## config.mk

```make
export PLATFORM = sky130hd
export DESIGN_NAME = gpio_port
export DESIGN_NICKNAME = d
export VERILOG_FILES = /design/src/rtl/gpio_pkg.sv /design/src/rtl/gpio_sync.sv /design/src/rtl/gpio_regs.sv /design/src/rtl/gpio_pull.sv /design/src/rtl/gpio_port.sv
export SDC_FILE = /design/constraint.sdc
export NUM_CORES = 1
export LEC_CHECK = 0
export BUFFER_PORTS_ARGS = -buffer_cell sky130_fd_sc_hd__buf_4
export CORE_ASPECT_RATIO = 1.2
export CORE_MARGIN = 2
export CORE_UTILIZATION = 53
export CTS_BUF_LIST = sky130_fd_sc_hd__clkbuf_4
export DETAILED_ROUTE_END_ITERATION = 10
export PLACE_DENSITY = 0.87
export SYNTH_ARGS = -nofsm -noshare
export SYNTH_HDL_FRONTEND = slang
export SYNTH_SLANG_ARGS = --single-unit
```

## constraint.sdc

```tcl
create_clock -name clk -period 2.2 [get_ports clk]
set_clock_uncertainty 0.15 [all_clocks]
set_input_delay 0.22 -clock clk [delete_from_list [all_inputs] [get_ports clk]]
set_output_delay 0.22 -clock clk [all_outputs]
set_load 0.05 [all_outputs]
```

## src/rtl/gpio_pkg.sv

```systemverilog
package gpio_pkg;
    typedef enum logic [1:0] {
        OFS_DATA = 2'd0,
        OFS_PULL = 2'd1,
        OFS_DIR  = 2'd2,
        OFS_NONE = 2'd3
    } gpio_ofs_e;
endpackage

```

## src/rtl/gpio_sync.sv

```systemverilog
module gpio_sync #(
    parameter int WIDTH  = 8,
    parameter int STAGES = 2
) (
    input  logic             clk,
    input  logic             rst_n,
    input  logic [WIDTH-1:0] async_in,
    output logic [WIDTH-1:0] sync_out
);
    logic [WIDTH-1:0] stage_q [STAGES];

    genvar s;
    generate
        for (s = 0; s < STAGES; s++) begin : g_stage
            if (s == 0) begin : g_first
                always_ff @(posedge clk or negedge rst_n) begin
                    if (!rst_n) stage_q[s] <= '0;
                    else        stage_q[s] <= async_in;
                end
            end else begin : g_next
                always_ff @(posedge clk or negedge rst_n) begin
                    if (!rst_n) stage_q[s] <= '0;
                    else        stage_q[s] <= stage_q[s-1];
                end
            end
        end
    endgenerate

    assign sync_out = stage_q[STAGES-1];
endmodule

```

## src/rtl/gpio_regs.sv

```systemverilog
module gpio_regs
    import gpio_pkg::*;
#(
    parameter int WIDTH = 8
) (
    input  logic             clk,
    input  logic             rst_n,
    input  logic [1:0]       bus_addr,
    input  logic             bus_we,
    input  logic [WIDTH-1:0] bus_wdata,
    input  logic [WIDTH-1:0] pin_sync,
    output logic [WIDTH-1:0] bus_rdata,
    output logic [WIDTH-1:0] data_q,
    output logic [WIDTH-1:0] pull_q,
    output logic [WIDTH-1:0] dir_q
);
    gpio_ofs_e ofs;
    logic [WIDTH-1:0] data_view;

    assign ofs = gpio_ofs_e'(bus_addr);

    always_ff @(posedge clk or negedge rst_n) begin
        if (!rst_n) begin
            data_q <= '0;
            pull_q <= '0;
            dir_q  <= '0;
        end else if (bus_we) begin
            unique case (ofs)
                OFS_DATA: data_q <= bus_wdata;
                OFS_PULL: pull_q <= bus_wdata;
                OFS_DIR:  dir_q  <= bus_wdata;
                OFS_NONE: ;
            endcase
        end
    end

    assign data_view = (data_q & dir_q) | (pin_sync & ~dir_q);

    always_comb begin
        unique case (ofs)
            OFS_DATA: bus_rdata = data_view;
            OFS_PULL: bus_rdata = pull_q;
            OFS_DIR:  bus_rdata = dir_q;
            OFS_NONE: bus_rdata = '0;
        endcase
    end
endmodule

```

## src/rtl/gpio_pull.sv

```systemverilog
module gpio_pull #(
    parameter int WIDTH   = 8,
    parameter int KBI_LSB = 4
) (
    input  logic [WIDTH-1:0]         pull_q,
    input  logic [WIDTH-1:0]         dir_q,
    input  logic [WIDTH-KBI_LSB-1:0] kbd_sel,
    input  logic [WIDTH-KBI_LSB-1:0] kbd_rise,
    output logic [WIDTH-1:0]         pull_up_en,
    output logic [WIDTH-1:0]         pull_dn_en
);
    logic [WIDTH-1:0] active;
    logic [WIDTH-1:0] flip;

    assign active = pull_q & ~dir_q;

    genvar i;
    generate
        for (i = 0; i < WIDTH; i++) begin : g_bit
            if (i >= KBI_LSB) begin : g_kbd
                assign flip[i] = kbd_sel[i-KBI_LSB] & kbd_rise[i-KBI_LSB];
            end else begin : g_plain
                assign flip[i] = 1'b0;
            end
        end
    endgenerate

    assign pull_dn_en = active & flip;
    assign pull_up_en = active & ~flip;
endmodule

```

## src/rtl/gpio_port.sv

```systemverilog
module gpio_port #(
    parameter int WIDTH   = 8,
    parameter int KBI_LSB = 4
) (
    input  logic                     clk,
    input  logic                     rst_n,
    input  logic [1:0]               bus_addr,
    input  logic                     bus_we,
    input  logic [WIDTH-1:0]         bus_wdata,
    output logic [WIDTH-1:0]         bus_rdata,
    input  logic [WIDTH-1:0]         pin_in,
    output logic [WIDTH-1:0]         pin_out,
    output logic [WIDTH-1:0]         pin_oe,
    output logic [WIDTH-1:0]         pull_up_en,
    output logic [WIDTH-1:0]         pull_dn_en,
    input  logic [WIDTH-KBI_LSB-1:0] kbd_sel,
    input  logic [WIDTH-KBI_LSB-1:0] kbd_rise
);
    localparam int SYNC_STAGES = 2;

    logic [WIDTH-1:0] pin_sync;
    logic [WIDTH-1:0] data_q;
    logic [WIDTH-1:0] pull_q;
    logic [WIDTH-1:0] dir_q;

    gpio_sync #(.WIDTH(WIDTH), .STAGES(SYNC_STAGES)) u_sync (
        .clk      (clk),
        .rst_n    (rst_n),
        .async_in (pin_in),
        .sync_out (pin_sync)
    );

    gpio_regs #(.WIDTH(WIDTH)) u_regs (
        .clk       (clk),
        .rst_n     (rst_n),
        .bus_addr  (bus_addr),
        .bus_we    (bus_we),
        .bus_wdata (bus_wdata),
        .pin_sync  (pin_sync),
        .bus_rdata (bus_rdata),
        .data_q    (data_q),
        .pull_q    (pull_q),
        .dir_q     (dir_q)
    );

    gpio_pull #(.WIDTH(WIDTH), .KBI_LSB(KBI_LSB)) u_pull (
        .pull_q     (pull_q),
        .dir_q      (dir_q),
        .kbd_sel    (kbd_sel),
        .kbd_rise   (kbd_rise),
        .pull_up_en (pull_up_en),
        .pull_dn_en (pull_dn_en)
    );

    assign pin_out = data_q;
    assign pin_oe  = dir_q;
endmodule

```

==> results of run 1 <==
## power by group
| group | leakage [nW] | switching [mW] | internal, mW |
|---|---|---|---|
| registers | 0.470 | 0.0845 | 0.833 |
| logic | 0.652 | 0.578 | 0.301 |
| clock network | 0.0230 | 0.197 | 0.107 |
## cells in the final DEF (no fill, tap or decap)
cell	n
buf_4	65
dlygate4sd3_1	17
nor2_1	5
nand2b_1	4
o211ai_1	8
a32oi_1	8
nor2b_1	5
mux2_2	24
dfrtp_1	40
nor3b_2	1
clkbuf_4	5
conb_1	4
inv_1	8
clkinv_1	1
nand2_2	1
nand3_2	1
nand2_1	12
a21oi_1	4
## cell families (layout without fill, tap and decap cells)
| group | after synthesis | count (layout) | synth area share |
|---|---|---|---|
| flip-flops | 40 | 40 | 0.6065 |
| AND/OR/NAND/NOR | 29 | 29 | 0.09022 |
| multiplexers | 24 | 24 | 0.1638 |
| AO/OA/AOI/OAI | 20 | 20 | 0.09098 |
| buffers and inverters | 15 | 96 | 0.04625 |
| other | 1 | 4 | 0.002272 |
## flip-flops by register name, summed over array words and instances, names as in the netlist
| name | cells |
|---|---|
| u_regs.dir_q | 8 |
| u_regs.data_q | 8 |
| u_sync.stage_q | 8 |
| u_sync.sync_out | 8 |
| u_regs.pull_q | 8 |
## worst paths after layout
| check | cells past startpoint | from | to |
|---|---|---|---|
| max | 5 | bus_addr[1] | bus_rdata[6] |
| min | 0 | u_sync.stage_q[13] | u_sync.sync_out[5] |
| max reg2reg | 1 | u_regs.dir_q[2] | u_regs.dir_q[2] |
| min reg2reg | 0 | u_sync.stage_q[13] | u_sync.sync_out[5] |
| max in group asynchronous | 2 | rst_n | u_sync.sync_out[3] |
| min in group asynchronous | 2 | rst_n | u_regs.dir_q[2] |
## final cells by class
| type | instances | area [sq um] | share of cell area |
|---|---|---|---|
| Sequential cell | 40 | 1001 | 0.4242 |
| Multi-Input combinational cell | 77 | 584.3 | 0.2476 |
| Clock buffer | 5 | 37.54 | 0.01591 |
| Inverter | 9 | 33.78 | 0.01432 |
| Timing Repair Buffer | 82 | 658.1 | 0.2789 |
| Tap cell | 36 | 45.04 | 0.01909 |
## through the flow
step / total power [mW] / utilization
3_5_place_dp: 1.786 / 0.7107
6_report: 2.101 / 0.7793
2_1_floorplan: 1.503 / -
5_1_grt: 2.199 / 0.7793
3_3_place_gp: 1.763 / 0.7107
4_1_cts: 2.114 / 0.7793
## worst max-delay path, stage by stage
cell and delay, ps:
buf_4 160, nor2_1 520, a32oi_1 210, nand2_1 100
buf_4 190
## cell usage after synthesis, drive strengths merged
| library cell | count |
|---|---|
| buf | 6 |
| nand2 | 13 |
| conb | 1 |
| nor2b | 5 |
| nor2 | 5 |
| a21oi | 4 |
| dfrtp | 40 |
| inv | 8 |
| a32oi | 8 |
| nor3b | 1 |
| clkinv | 1 |
| o211ai | 8 |
| nand2b | 4 |
| mux2 | 24 |
| nand3 | 1 |
## per-layer routing
metal	vias to the layer above	routed length, um	global-route usage
met4	0	38	0.07317
met5	-	0	0
met3	5	287	0.06136
met2	56	2111	0.4092
met1	651	1375	0.2846
li1	619	-	-
## repair_timing
item                      4_1_cts  5_1_grt
buffers inserted                0        0
hold endpoints to repair       72        0
resized for setup               0        0
hold buffers                   17        0
==> results.py, run 1 <==
metrics = {
    "critical_path": {
        "startpoint_type": "input pin",
        "r2r_slack_ps": 1230,
        "critical_path_class": "input pin to primary output",
        "path_max_fanout": 12,
        "crit_required_ps": 1830,
        "endpoint_kind": "primary output",
        "cp.arrival_ps": 1410,
    },
    "synthesis": {
        "postSynthAreaPerCell_sq_um": 12.79,
        "ys_ff_latch": 40,
        "yosys.area.top_type_share": 0.6065,
        "synth_area_sq_mm": 0.001650,
        "synth_top_cell_by_area": "dfrtp_1",
        "yosys_warnings": 0,
        "yosysSeqAreaShare": 0.6065,
        "netlist_instances": 129,
        "synth_cell_types": 17,
        "synth_area_leaders": "dfrtp_1 (61%), mux2_2 (16%), a32oi_1 (4.2%)",
    },
    "sta": {
        "max_slew_margin": 0.5290,
        "finalCritPeriodShare": 0.8106,
        "fmax_ghz": 0.5607,
        "tightest_slew_ps": 703.4,
        "finalCriticalPeriod_ps": 1783,
        "finalMaxSlewViolations": 0,
        "totalNegativeSetupSlack_ps": 0,
        "rsz0062_at_grt": "false",
        "finalHoldViolations": 0,
        "fin_ws_ps": 416.6,
        "setup_viol": 0,
        "hold_slack_ps": 206.2,
    },
    "die": {
        "ios": 69,
        "fp.dieW_um": 54.94,
        "rows": 22,
        "initial_core_util": 0.5450,
        "die_area_sq_mm": 0.003578,
        "coreArea_sq_mm": 0.003028,
        "dieHeight_um": 65.13,
    },
    "route": {
        "via_per_inst": 5.345,
        "drc": 0,
        "wl_per_cell_um": 15.31,
        "wl_mm": 3.813,
        "dr.pass1.iters": 4,
        "vias": 1331,
        "final_antenna_net_count": 0,
        "drt_iter0_drc": 31,
    },
    "clock_network": {
        "cts_tree": "done",
        "clk_pin_slew_worst_paths_ps": 90,
        "insertion_delay_ps": 330,
        "cts_buffers": 5,
        "cts_root_buf": "clkbuf_4",
        "clockBufferDepth": 2,
        "clock-sinks": 40,
        "cts_max_level": 2,
    },
    "global_route": {
        "track_usage": 0.2377,
        "grt_pass1_vias": 1270,
        "grt_pass1_wl_mm": 5.878,
        "antenna_found_initial": 0,
        "grt_max_degree": 41,
        "grt_overflow_total": 0,
    },
    "power": {
        "ir_drop_uv": 778.9,
        "p_leak_nw": 1.145,
        "p_per_area_mw_per_mm2": 890.3,
    },
    "finish": {
        "area_growth_pct": 42.99,
        "fin_area_sq_mm": 0.002360,
        "fillCellCount": 197,
        "diodes": 0,
        "nets": 244,
        "drive_gt1_frac": 0.4554,
        "stdcell_count": 249,
    },
    "placed_design": {
        "portBuffers": 64,
        "dpl_cell_area_sq_mm": 0.002152,
        "dp_slack_ps": 405.6,
        "gp_congestion": 0.7115,
        "placed_cells": 227,
        "dpl.hpwl_mm": 2.599,
    },
    "job": {
        "drv_cap": 0,
    },
    "outcome": {
        "run_status": "finished, final reports clean",
    },
    "min_path": {
        "timing.hold.worst.class": "register to register",
    },
}
(Power assumes the default switching activity.)
==> run 2, diff against run 1 <==
--- a/config.mk
+++ b/config.mk
@@ -5,13 +5,14 @@
 export SDC_FILE = /design/constraint.sdc
 export NUM_CORES = 1
 export LEC_CHECK = 0
+export ABC_AREA = 1
 export BUFFER_PORTS_ARGS = -buffer_cell sky130_fd_sc_hd__buf_4
 export CORE_ASPECT_RATIO = 1.2
 export CORE_MARGIN = 2
-export CORE_UTILIZATION = 53
+export CORE_UTILIZATION = 51
 export CTS_BUF_LIST = sky130_fd_sc_hd__clkbuf_4
 export DETAILED_ROUTE_END_ITERATION = 10
-export PLACE_DENSITY = 0.87
+export PLACE_DENSITY = 0.82
 export SYNTH_ARGS = -nofsm -noshare
 export SYNTH_HDL_FRONTEND = slang
 export SYNTH_SLANG_ARGS = --single-unit
==> constraint.sdc (replaced) <==
create_clock -name clk -period 1.8 [get_ports clk]
set_clock_uncertainty 0.15 [all_clocks]
set_input_delay 0.18 -clock clk [delete_from_list [all_inputs] [get_ports clk]]
set_output_delay 0.18 -clock clk [all_outputs]
set_load 0.05 [all_outputs]
==> run 2 against run 1 <==
Sequential cell count unchanged. Global-route usage down 0.16 points. Clock power up 41%. Non-clock buffer count is 1 lower. Total power is 20% higher. Critical path depth stayed put. Worst setup slack lost 240 ps. Final cell count up 46%. Sequential share of layout area decreased by 4.0 points. Synthesized cell count is 87% higher. Register-to-register slack got worse by 300 ps. Via count rose by 33%. Critical path type is now register to primary output. Largest power group unchanged.
==> results.py, run 2 <==
metrics = {
    "critical_path": {
        "r2r_slack_ps": 930,
        "crit-reg2reg-launch": "u_regs.dir_q[0]",
        "crit_required_ps": 1470,
        "startpoint_type": "register",
        "endpoint_kind": "primary output",
        "path_max_fanout": 6,
        "cp.arrival_ps": 1300,
        "r2r_end": "u_regs.dir_q[0]",
        "r2r_cells": 2,
        "critical_path_class": "register to primary output",
    },
    "power": {
        "ir_drop_uv": 553.2,
        "total_power_mw": 2.515,
        "p_leak_nw": 1.492,
        "p_per_area_mw_per_mm2": 966.0,
    },
    "synthesis": {
        "synth_edf_count": 0,
        "yosys.area_share.simple": 0.3425,
        "ys_ff_latch": 40,
        "synth-xor-area-share": 0,
        "postSynthAreaPerCell_sq_um": 7.897,
        "synth.most_common_cell": "nand2_1",
        "yosys-top-cells-count": "nand2_1 (104), dfrtp_1 (40), inv_1 (36)",
        "synth_top_family_by_area": "simple AND/OR/NAND/NOR gates",
        "synth_top_cell_by_area": "dfrtp_1",
        "yosys_warnings": 0,
        "synthMuxAreaShare": 0,
        "synthArstFlopShare": 1.000,
        "synth-compound-area-share": 0.01052,
        "netlist_instances": 241,
        "ys.flop_type": "dfrtp_1",
        "yosysSeqAreaShare": 0.5260,
        "yosys.area.top_type_share": 0.5260,
        "synth_area_leaders": "dfrtp_1 (53%), nand2_1 (21%), nand3_1 (7.9%)",
        "synth_cell_types": 15,
        "synth_area_sq_mm": 0.001903,
        "synthAdderAreaFrac": 0,
    },
    "global_route": {
        "antenna_found_initial": 0,
        "track_usage": 0.2361,
        "grt_pass1_wl_mm": 7.493,
        "grt_overflow_total": 0,
        "grt_pass1_vias": 1735,
        "grt_max_degree": 41,
    },
    "finish": {
        "diodes": 0,
        "most-common-layout-cells": "nand2_1 (104), buf_4 (64), dfrtp_1 (40), inv_1 (36), nand3_1 (30)",
        "drive_gt1_frac": 0.2623,
        "fin_util": 0.7226,
        "final_common_cell": "nand2_1",
        "area_growth_pct": 36.82,
        "nets": 353,
    },
    "sta": {
        "finalHoldViolations": 0,
        "finalCritPeriodShare": 0.9035,
        "fin_ws_ps": 173.8,
        "hold_slack_ps": 31.85,
        "finalMaxSlewViolations": 0,
        "setup_viol": 0,
        "finalCriticalPeriod_ps": 1626,
        "fmax_ghz": 0.6149,
        "totalNegativeSetupSlack_ps": 0,
        "rsz0062_at_grt": "false",
    },
    "die": {
        "die_area_sq_mm": 0.004238,
        "initial_core_util": 0.5281,
        "coreArea_sq_mm": 0.003603,
        "rows": 24,
        "dieHeight_um": 70.92,
        "ios": 69,
        "fp.dieW_um": 59.77,
    },
    "clock_network": {
        "clk_pin_slew_worst_paths_ps": 110,
        "cts_root_buf": "clkbuf_4",
        "clock-sinks": 40,
        "insertion_delay_ps": 340,
        "cts_max_level": 2,
        "cts_setup_buffers": 0,
        "cts_tree": "done",
        "clockBufferDepth": 2,
        "cts_buffers": 5,
    },
    "placed_design": {
        "portBuffers": 64,
        "gp_congestion": 0.8398,
        "dp_slack_ps": 427.5,
        "dpl.hpwl_mm": 2.985,
    },
    "route": {
        "wl_per_cell_um": 11.98,
        "drt_iter0_drc": 62,
        "dr.pass1.iters": 4,
        "via_per_inst": 4.871,
        "drc": 0,
        "final_antenna_net_count": 0,
        "vias": 1768,
        "wl_mm": 4.347,
    },
    "job": {
        "drv_cap": 0,
    },
    "min_path": {
        "min_from": "bus_we",
        "min_to": "u_regs.data_q[2]",
        "hold_depth": 3,
        "timing.hold.worst.class": "input pin to register",
    },
    "outcome": {
        "run_status": "finished, final reports clean",
    },
}
==> run 2: how the worst max path moves through the flow <==
stage | startpoint | to | cells after the start | slack, ps
floorplan | u_regs.dir_q[4] | pull_dn_en[4] | 3 | 30
global placement | bus_addr[1] | bus_rdata[0] | 5 | 440
detailed placement | bus_addr[1] | bus_rdata[4] | 5 | 430
CTS | u_regs.dir_q[0] | bus_rdata[0] | 5 | 170
global route | u_regs.dir_q[0] | bus_rdata[0] | 5 | 40
finish | u_regs.dir_q[0] | bus_rdata[0] | 5 | 170
==> run 2: kinds of logic (layout without fill, tap and decap cells) <==
kind of cell / Yosys count / in the layout
other: 1 / 4
AO/OA/AOI/OAI: 4 / 4
AND/OR/NAND/NOR: 148 / 148
flip-flops: 40 / 40
buffers and inverters: 48 / 128
==> run 2: through the flow <==
stage / cells / instance area, sq um
2_1_floorplan: 244 / 1929
3_3_place_gp: 339 / 2384
3_5_place_dp: 339 / 2384
4_1_cts: 363 / 2604
5_1_grt: 363 / 2604
6_report: 363 / 2604
==> run 2: cell type report <==
cell class                      count  area, sq um
Clock buffer                        6        45.04
Clock inverter                      1        5.005
Fill cell                         291        999.7
Inverter                           40        151.4
Multi-Input combinational cell    156        701.9
Sequential cell                    40         1001
Tap cell                           39        48.80
Timing Repair Buffer               81        650.6
==> run 2: critical path, cell delays in order (launching register included) <==
cell and delay, ps:
dfrtp_1 480, nand3_1 110, nand2_1 80, inv_1 40, nand2_1 50, buf_4 190
==> run 2: metal layers <==
metal,part of all wire,global-route usage,up-vias
met4,0.014,0.08395,0
met5,0,0,-
met1,0.39,0.2782,824
met2,0.54,0.4094,53
met3,0.057,0.05667,6
li1,-,-,885
==> run 2: where the power goes <==
part           switching (mW)  total [mW]  internal [mW]
combinational           0.683       0.990          0.307
clock                   0.269       0.428          0.159
sequential             0.0949        1.10           1.00
==> run 2: timing repair <==
action | in CTS | in global routing
resized for setup | 0 | 0
hold endpoints to repair | 72 | 0
hold buffers | 17 | 0
==> run 3, diff against run 2 <==
--- a/config.mk
+++ b/config.mk
@@ -5,14 +5,15 @@
 export SDC_FILE = /design/constraint.sdc
 export NUM_CORES = 1
 export LEC_CHECK = 0
-export ABC_AREA = 1
+export ABC_AREA = 0
 export BUFFER_PORTS_ARGS = -buffer_cell sky130_fd_sc_hd__buf_4
-export CORE_ASPECT_RATIO = 1.2
+export CORE_ASPECT_RATIO = 1.4
 export CORE_MARGIN = 2
-export CORE_UTILIZATION = 51
+export CORE_UTILIZATION = 49
 export CTS_BUF_LIST = sky130_fd_sc_hd__clkbuf_4
 export DETAILED_ROUTE_END_ITERATION = 10
-export PLACE_DENSITY = 0.82
+export PLACE_DENSITY = 0.81
 export SYNTH_ARGS = -nofsm -noshare
 export SYNTH_HDL_FRONTEND = slang
 export SYNTH_SLANG_ARGS = --single-unit
+export TNS_END_PERCENT = 50
==> run 3 against run 2 <==
Final area down 7.3%. Critical path depth down 1. Worst hold slack better by 140 ps. Clock power up 4%. Highest routed layer unchanged. Global-route usage up 0.58 points. Die area down 9.0%. Via count down 26%. Sequential power about the same. Non-clock buffer count up 4. Utilization up 4.3 points. Maximum frequency down 3.8%. Count of clock-buffer cells in the layout up 1.
==> results.py, run 3 (same netlist as run 1, synthesis figures left out) <==
metrics = {
    "outcome": {
        "run_status": "finished, final reports clean",
    },
    "sta": {
        "totalNegativeSetupSlack_ps": 0,
        "rsz0062_at_grt": "false",
        "finalCritPeriodShare": 0.9389,
        "finalMaxSlewViolations": 0,
        "fmax_ghz": 0.5917,
        "fin_ws_ps": 109.9,
        "finalHoldViolations": 0,
        "finalCriticalPeriod_ps": 1690,
        "setup_viol": 0,
    },
    "critical_path": {
        "path_depth": 4,
        "slowest_delay_ps": 430,
        "endpoint_kind": "primary output",
        "critical_path_class": "register to primary output",
        "crit_required_ps": 1470,
        "path_max_fanout": 5,
        "path_delay_family": "flip-flops",
        "r2r_cells": 1,
        "startpoint_type": "register",
        "path_cells": "inv_1 -> a32oi_1 -> nand2_1 -> buf_4",
        "crit-reg2reg-launch": "u_regs.dir_q[3]",
        "critPathSlowestCell": "dfrtp_1",
        "crit_end": "bus_rdata[4]",
        "r2r_end": "u_regs.dir_q[3]",
        "critPathBufInv": 2,
        "r2r_slack_ps": 810,
        "cp.arrival_ps": 1360,
        "worstSetupStartpoint": "u_regs.dir_q[4]",
    },
    "clock_network": {
        "cts_root_buf": "clkbuf_4",
        "cts_buffers": 5,
        "clk_pin_slew_worst_paths_ps": 110,
        "insertion_delay_ps": 340,
        "clockBufferDepth": 2,
        "clock-sinks": 40,
        "cts_setup_buffers": 0,
        "cts_max_level": 2,
        "cts_tree": "done",
    },
    "placed_design": {
        "dp_slack_ps": 44.73,
        "gp_congestion": 0.7078,
        "dpl.hpwl_mm": 2.830,
        "portBuffers": 64,
    },
    "die": {
        "initial_core_util": 0.5234,
        "rows": 24,
        "coreArea_sq_mm": 0.003153,
        "die_area_sq_mm": 0.003855,
        "dieHeight_um": 72.67,
        "fp.dieW_um": 53.05,
        "ios": 69,
    },
    "power": {
        "p_per_area_mw_per_mm2": 1101,
        "ir_drop_uv": 770.5,
        "p_leak_nw": 1.171,
    },
    "global_route": {
        "track_usage": 0.2419,
        "grt_pass1_vias": 1393,
        "grt_max_degree": 41,
        "antenna_found_initial": 0,
        "grt_overflow_total": 0,
        "grt_pass1_wl_mm": 6.465,
    },
    "route": {
        "wl_per_cell_um": 15.69,
        "final_antenna_net_count": 0,
        "vias": 1308,
        "wl_mm": 4.047,
        "dr.pass1.iters": 4,
        "drt_iter0_drc": 8,
        "drc": 0,
        "via_per_inst": 5.070,
    },
    "finish": {
        "multiInputGateArea_sq_um": 594.3,
        "area_growth_pct": 46.32,
        "diodes": 0,
        "nets": 247,
        "seq_area_sq_mm": 0.001001,
        "most-common-layout-cells": "buf_4 (68), dfrtp_1 (40), mux2_2 (24), dlygate4sd3_1 (17), nand2_1 (12)",
        "fillCellCount": 226,
        "drive_gt1_frac": 0.4795,
        "fin_util": 0.7659,
        "final_common_cell": "buf_4",
    },
    "min_path": {
        "timing.hold.worst.class": "input pin to asynchronous set/reset pin",
    },
    "job": {
        "drv_cap": 0,
    },
}
run 3: changes by cell type in the layout (fill, tap and decap cells not counted), moves of 8 or more:
cell	previous run	this run
a32oi_1	0	8
mux2_2	0	24
o211ai_1	0	8
nand3_1	30	0
nand2_1	104	12
inv_1	36	8
run 3: through the flow:
stage	instance area (sq um)	power, mW	instances	hold WS [ps]
finish	2415	2.659	258	175.9
global route	2415	2.783	258	193.6
CTS	2412	2.667	258	185.5
detailed placement	2186	2.202	233	27.19
global placement	2186	2.166	233	12.30
floorplan	1669	1.840	132	-265.6
run 3: worst min path at each step:
stage	from	endpoint	slack, ps
global placement	rst_n	u_sync.stage_q[8]	10
detailed placement	rst_n	u_sync.stage_q[8]	30
global route	bus_addr[0]	u_regs.data_q[6]	190
finish	rst_n	u_regs.data_q[1]	180
CTS	rst_n	u_regs.pull_q[1]	190
floorplan	rst_n	u_regs.data_q[0]	-270
run 3: layer usage:
layer | GRT usage | vias to the layer above | routed length (um)
li1 | - | 620 | -
met1 | 0.2631 | 632 | 1590
met2 | 0.4208 | 46 | 2115
met3 | 0.05738 | 10 | 210
met4 | 0.1339 | 0 | 131
met5 | 0 | - | 0
run 3: cell type report:
class | instances | share of cell area
Clock inverter | 1 | 0.001554
Timing Repair Buffer | 85 | 0.2819
Tap cell | 39 | 0.02021
Clock buffer | 7 | 0.02176
Inverter | 9 | 0.01399
Multi-Input combinational cell | 77 | 0.2461
Sequential cell | 40 | 0.4145
run 3: power by group:
group	leakage (nW)	total, mW	switching, mW	internal, mW
Sequential	0.470	1.13	0.107	1.02
Combinational	0.667	1.09	0.715	0.373
Clock	0.0338	0.445	0.265	0.180
Total	1.17	2.66	1.09	1.57
run 3: timing repair:
action	in CTS	in global routing
gates resized for setup	0	1
setup endpoints to repair	0	7
endpoints found under the hold margin	72	0
hold buffers	17	0
